<file path="src/rtl/apoll_pkg.sv">
package apoll_pkg;

    typedef enum logic [2:0] {
        AP_OFF,
        AP_RUN,
        AP_WAIT,
        AP_BUS,
        AP_SEND
    } ap_state_e;

    typedef struct packed {
        ap_state_e   st;
        logic        en;
        logic [7:0]  rate;
        logic [15:0] mask;
        logic [7:0]  ms;
    } ap_ctl_t;

endpackage

</file>
<file path="src/rtl/apoll_tick.sv">
module apoll_tick #(
    parameter int CLK_HZ = 50_000_000,
    parameter int MS_HZ  = 1000
) (
    input  logic clk,
    input  logic rst_n,
    input  logic run,
    input  logic clr,
    output logic tick
);
    localparam int TICKS = (CLK_HZ / MS_HZ > 0) ? CLK_HZ / MS_HZ : 1;
    localparam int W     = (TICKS > 1) ? $clog2(TICKS) : 1;

    logic [W-1:0] pre_d, pre_q;

    assign tick = run && (pre_q == W'(TICKS - 1));

    always_comb begin
        pre_d = pre_q;
        if (clr) begin
            pre_d = '0;
        end else if (run) begin
            pre_d = tick ? '0 : pre_q + W'(1);
        end
    end

    always_ff @(posedge clk or negedge rst_n) begin
        if (!rst_n) pre_q <= '0;
        else        pre_q <= pre_d;
    end
endmodule

</file>
<file path="src/rtl/apoll_framer.sv">
module apoll_framer #(
    parameter int         MAX_BYTES = 8,
    parameter logic [7:0] HDR_KIND  = 8'h00,
    parameter logic [7:0] HDR_MARK  = 8'h40,
    parameter int         LEN_W     = $clog2(MAX_BYTES + 1)
) (
    input  logic                   clk,
    input  logic                   rst_n,
    input  logic                   load,
    input  logic [LEN_W-1:0]       load_len,
    input  logic [8*MAX_BYTES-1:0] load_data,
    output logic                   out_valid,
    output logic [7:0]             out_byte,
    output logic                   out_last
);
    localparam int IW = $clog2(MAX_BYTES + 2);

    typedef struct packed {
        logic                   busy;
        logic [IW-1:0]          idx;
        logic [LEN_W-1:0]       len;
        logic [8*MAX_BYTES-1:0] data;
    } fr_t;

    fr_t d, q;

    assign out_valid = q.busy;
    assign out_last  = q.busy && (q.idx == IW'(q.len) + IW'(1));

    always_comb begin
        if (q.idx == '0)          out_byte = HDR_KIND;
        else if (q.idx == IW'(1)) out_byte = HDR_MARK;
        else                      out_byte = q.data[7:0];
    end

    always_comb begin
        d = q;
        if (load) begin
            d.busy = 1'b1;
            d.idx  = '0;
            d.len  = load_len;
            d.data = load_data;
        end else if (q.busy) begin
            if (out_last) begin
                d.busy = 1'b0;
            end else begin
                d.idx = q.idx + IW'(1);
                if (q.idx >= IW'(2)) d.data = q.data >> 8;
            end
        end
    end

    always_ff @(posedge clk or negedge rst_n) begin
        if (!rst_n) q <= '0;
        else        q <= d;
    end
endmodule

</file>
<file path="src/rtl/apoll_sched.sv">
module apoll_sched
    import apoll_pkg::*;
#(
    parameter int          CLK_HZ    = 50_000_000,
    parameter int          MAX_BYTES = 8,
    parameter logic [7:0]  DEF_RATE  = 8'd20,
    parameter logic [15:0] DEF_MASK  = 16'hFFFF,
    parameter int          LEN_W     = $clog2(MAX_BYTES + 1)
) (
    input  logic                   clk,
    input  logic                   rst_n,
    input  logic                   en_wr,
    input  logic [7:0]             en_arg,
    input  logic                   rate_wr,
    input  logic [7:0]             rate_arg,
    input  logic                   mask_wr,
    input  logic [15:0]            mask_arg,
    input  logic                   tx_busy,
    output logic                   poll_req,
    output logic [15:0]            poll_mask,
    input  logic                   poll_ack,
    input  logic [LEN_W-1:0]       poll_len,
    input  logic [8*MAX_BYTES-1:0] poll_data,
    output logic                   out_valid,
    output logic [7:0]             out_byte,
    output logic                   out_last
);
    ap_ctl_t          d, q;
    logic             tick, restart, fin, fr_load;
    logic             en_rise, en_fall, idle_ph, rate_ok;
    logic [7:0]       rate_n;
    logic [LEN_W-1:0] len_cap;

    assign len_cap = (poll_len > LEN_W'(MAX_BYTES)) ? LEN_W'(MAX_BYTES) : poll_len;

    apoll_tick #(.CLK_HZ(CLK_HZ)) u_tick (
        .clk  (clk),
        .rst_n(rst_n),
        .run  (q.st == AP_RUN),
        .clr  (restart),
        .tick (tick)
    );

    apoll_framer #(.MAX_BYTES(MAX_BYTES), .LEN_W(LEN_W)) u_framer (
        .clk      (clk),
        .rst_n    (rst_n),
        .load     (fr_load),
        .load_len (len_cap),
        .load_data(poll_data),
        .out_valid(out_valid),
        .out_byte (out_byte),
        .out_last (out_last)
    );

    always_comb begin
        d       = q;
        restart = 1'b0;
        fin     = 1'b0;
        fr_load = 1'b0;

        rate_ok = rate_wr && (rate_arg != 8'd0);
        rate_n  = rate_ok ? rate_arg : q.rate;
        en_rise = en_wr && (en_arg != 8'd0) && !q.en;
        en_fall = en_wr && (en_arg == 8'd0) && q.en;
        idle_ph = (q.st == AP_RUN) || (q.st == AP_WAIT);

        if (rate_ok) d.rate = rate_arg;
        if (mask_wr) d.mask = mask_arg;
        if (en_wr)   d.en   = (en_arg != 8'd0);

        // transaction progress
        case (q.st)
            AP_RUN: begin
                if (tick) begin
                    if (q.ms <= 8'd1) d.st = tx_busy ? AP_WAIT : AP_BUS;
                    else              d.ms = q.ms - 8'd1;
                end
            end
            AP_WAIT: begin
                if (!tx_busy) d.st = AP_BUS;
            end
            AP_BUS: begin
                if (poll_ack) begin
                    if (len_cap == '0) begin
                        fin = 1'b1;
                    end else begin
                        fr_load = 1'b1;
                        d.st    = AP_SEND;
                    end
                end
            end
            AP_SEND: begin
                if (out_last) fin = 1'b1;
            end
            default: ;
        endcase

        if (fin) begin
            d.st    = d.en ? AP_RUN : AP_OFF;
            restart = d.en;
        end

        // configuration writes override an expiry in the same cycle
        if (en_rise && (q.st == AP_OFF)) begin
            d.st    = AP_RUN;
            restart = 1'b1;
        end
        if (en_fall && idle_ph) begin
            d.st = AP_OFF;
        end
        if (rate_ok && q.en && !en_fall && idle_ph) begin
            d.st    = AP_RUN;
            restart = 1'b1;
        end

        if (restart) d.ms = rate_n;
    end

    always_ff @(posedge clk or negedge rst_n) begin
        if (!rst_n) begin
            q.st   <= AP_OFF;
            q.en   <= 1'b0;
            q.rate <= DEF_RATE;
            q.mask <= DEF_MASK;
            q.ms   <= DEF_RATE;
        end else begin
            q <= d;
        end
    end

    assign poll_req  = (q.st == AP_BUS);
    assign poll_mask = q.mask;
endmodule

</file>
<file path="config.mk">
export PLATFORM = sky130hd
export DESIGN_NAME = apoll_sched
export DESIGN_NICKNAME = d
export VERILOG_FILES = /design/src/rtl/apoll_pkg.sv /design/src/rtl/apoll_tick.sv /design/src/rtl/apoll_framer.sv /design/src/rtl/apoll_sched.sv
export SDC_FILE = /design/constraint.sdc
export NUM_CORES = 1
export LEC_CHECK = 0
export BUFFER_PORTS_ARGS = -buffer_cell sky130_fd_sc_hd__buf_2
export CORE_ASPECT_RATIO = 1.4
export CORE_MARGIN = 4
export CORE_UTILIZATION = 45
export CTS_BUF_LIST = sky130_fd_sc_hd__clkbuf_16
export CTS_CLUSTER_SIZE = 40
export DETAILED_ROUTE_END_ITERATION = 10
export PLACE_DENSITY = 0.68
export SYNTH_ARGS = -nofsm -noshare
export SYNTH_HDL_FRONTEND = slang
export SYNTH_SLANG_ARGS = --single-unit
</file>
<file path="constraint.sdc">
create_clock -name clk -period 3.2 [get_ports clk]
set_input_delay 0.32 -clock clk [delete_from_list [all_inputs] [get_ports clk]]
set_output_delay 0.32 -clock clk [all_outputs]
set_load 0.05 [all_outputs]
</file>
==> metrics <==
Slew @ Worst Pin just under 0.8 ns; flop2flop setup slack 0.64 ns; mux cell area share after synthesis 4.723%; TritonCTS buffer count 17; die width ~110 um; largest net degree at the start of global routing roughly 70; Post-Syn Nets 766; cell count of the worst reg-to-reg path 8; FFs w/ async S/R, synth 100.0%; final setup fails 0; synth top area cells dfrtp_1, nand2_1, dfstp_2; initial core utilization 45.91%; placed inst area 6877 um^2; peak supply drop 0.0005174 V; Syn Std Cell Area 6146 um^2; worst path cell trace ha_1, xor3_1, or3_1, nor3_1, buf_2; Detail Route Antenna Nets 0; Synth top cells by count nand2_1, dfrtp_1, nor2_1, a31oi_1, clkbuf_1; Final Instance Area 7498 um^2; Slew HR 47.67%; Comb pwr share 41.5%; # hold bufs at CTS 0; final hold vios 13; Post-Place Worst Slack roughly 0.65 ns; WP data arrival 2.32 ns; Syn. warnings 0; # clock sinks around 130; max frequency 0.3789 GHz; sequential share of the synthesized area around half; CTS Buffer Depth 2; final setup margin ~0.56 ns; layout cells sized above 1 29.18%; Final Skew 0.006655 ns; number of synthesized flops with an enable pin 0; adder-cell share of the synthesized area ~1.6%; WP data required 2.88 ns; Detail Placement HPWL ~10,000 um; first drt pass iteration count 4; Final Max Slew Viols 0; cell leakage power ~3.5 nW; final hold slack -0.02150 ns; TNS Setup 0 ns; # resized after CTS 0; R2R Path Start u_framer.q[64]$_DFFE_PN0P_; maxcap violations 0; DRC Markers 0; Clock Latency Late Sink 0.41 ns; Crit-path slowest cell dfrtp_1; sequential share of power 32.9%; top-count cell post-synth nand2_1; initial antenna violation count 0; die footprint 15,620 um^2; Sw Share ~40%; status finished, violations left; R2R Path End u_framer.q[1]$_DFFE_PN0P_; PortBufs 133; pwr dens 1048 nW/um^2; Clk pwr share between 20% and 30%; Die Span Y 146.3 um; Setup crit end kind output port; grt ovf 0; violated checks negative hold slack; Pint 4.696 mW; Tmin final around 2.6 ns; final worst-path cycle share a little over 80%; Synth Area in Compound Gates 10.26%; Yosys top cell area share 42.75%; Root Buffer clkbuf_16; peak per-stage delay on the critical path 0.42 ns; Post-Synthesis Cells approximately 650; TritonCTS clock tree done; Vias/cell 5.088; Antenna Diode Count 0; # IOs 134; worst hold path type in -> async; core area 13,390 um^2; post-synth cell types 53; H-tree depth 4; Yosys top cell by area dfrtp_1; nets@finish 873; layout filler cell count 1,241; RSZ-0062 raised after global routing false; first-pass GRT wire length 23,720 um; crit-path max FO 4; WL/cell roughly 15 um; setup bufs post-CTS 0; predominant post-synthesis flop cell dfrtp_1; critical path class reg -> out; Setup crit start kind flip-flop; syn avg cell area 9.441 um^2; P_sw about 3.2 mW; area growth from synthesis to layout 22.01%; final WL 13,940 um; # rows 50; total power just under 8 mW; Total GRT Usage between 10% and 20%; Post-Synth XOR/XNOR Area 4.662%; via count 4,849; flops & latches, synth 125; RD Place Congestion 0.8147; main combinational cell family by area after synthesis simple AND/OR/NAND/NOR gates; CTS clk-pin slew, worst paths about 0.060 ns; vias in the first global route 5,112; fraction of the mapped netlist area in simple logic gates ~22%; initial DRC count 220
## placed cells by master, fill, tap and decap left out, types with 4 or more instances in the layout
cell / n
a21oi_1: 5
a22o_1: 8
a31oi_1: 56
and2_1: 4
buf_12: 4
buf_2: 132
buf_4: 4
bufinv_16: 4
clkbuf_16: 17
dfrtp_1: 105
dfstp_2: 20
ha_1: 8
inv_1: 9
mux2_1: 5
mux2_2: 19
nand2_1: 158
nand3_1: 14
nor2_1: 90
nor2b_1: 8
or4_1: 4
xnor2_1: 16
xor2_1: 14
## how the worst max path moves through the flow
stage | from | to | slack, ns | cells after the start
2_1_floorplan | u_framer.q[64]$_DFFE_PN0P_ | out_last | 0.47 | 4
3_3_place_gp | u_framer.q[64]$_DFFE_PN0P_ | u_framer.q[1]$_DFFE_PN0P_ | 0.72 | 8
3_5_place_dp | u_framer.q[64]$_DFFE_PN0P_ | u_framer.q[1]$_DFFE_PN0P_ | 0.65 | 8
4_1_cts | u_framer.q[64]$_DFFE_PN0P_ | out_last | 0.53 | 5
5_1_grt | u_framer.q[71]$_DFFE_PN0P_ | u_framer.q[11]$_DFFE_PN0P_ | 0.46 | 7
6_report | u_framer.q[64]$_DFFE_PN0P_ | out_last | 0.56 | 5
## worst max-delay path, delay by kind of cell (launching register included)
kind                       cells  cell delay [ns]
xor gates and xnor gates       1             0.38
DFF                            1             0.42
and+or+nand+nor                2             0.57
buffers and inverters          1             0.30
adders and majority gates      1             0.23
## final cells by class
type / instances / area (um^2) / area share [%]
clock buffer: 17 / 425.4 / 5.673
clock inverter: 15 / 196.4 / 2.620
inverter: 9 / 33.78 / 0.4505
multi-input combinational: 465 / 2691 / 35.89
sequential: 125 / 3153 / 42.05
tap: 182 / 227.7 / 3.037
timing repair buffer: 140 / 770.7 / 10.28
## power by group through the flow
stage          combinational, mW  sequential, mW  clock, mW
2_1_floorplan               2.64            2.47          0
3_3_place_gp                3.19            2.57          0
3_5_place_dp                3.30            2.60          0
4_1_cts                     3.30            2.58       2.05
5_1_grt                     3.65            2.65       2.13
6_report                    3.26            2.58       2.01
## cell families after synthesis
logic type,Yosys count
simple gates,311
mux,26
buf+inv,61
compound gates,89
xor+xnor,31
flops,125
fa+ha+maj,8
## flip-flops by register name, summed over array words and instances, names as in the netlist
name	flops
poll_mask	16
u_framer.out_valid	1
q	20
u_framer.q	72
u_tick.pre_q	16
## stage by stage
stage | utilization (%) | instances | hold WS [ns]
after floorplan | - | 651 | 0.02441
after global placement | 51.36 | 921 | 0.4216
after detailed placement | 51.36 | 921 | 0.4364
after CTS | 56.01 | 953 | 0.0007121
after global routing | 56.01 | 953 | 0.03148
final | 56.01 | 953 | -0.02150
## layer usage
metal,global-route usage (%),share of wire [%]
met1,22.35,40
met2,32.66,53
met3,4.600,4.7
met4,6.206,1.6
met5,0,0
No activity file was read; power rests on OpenSTA's default activity.
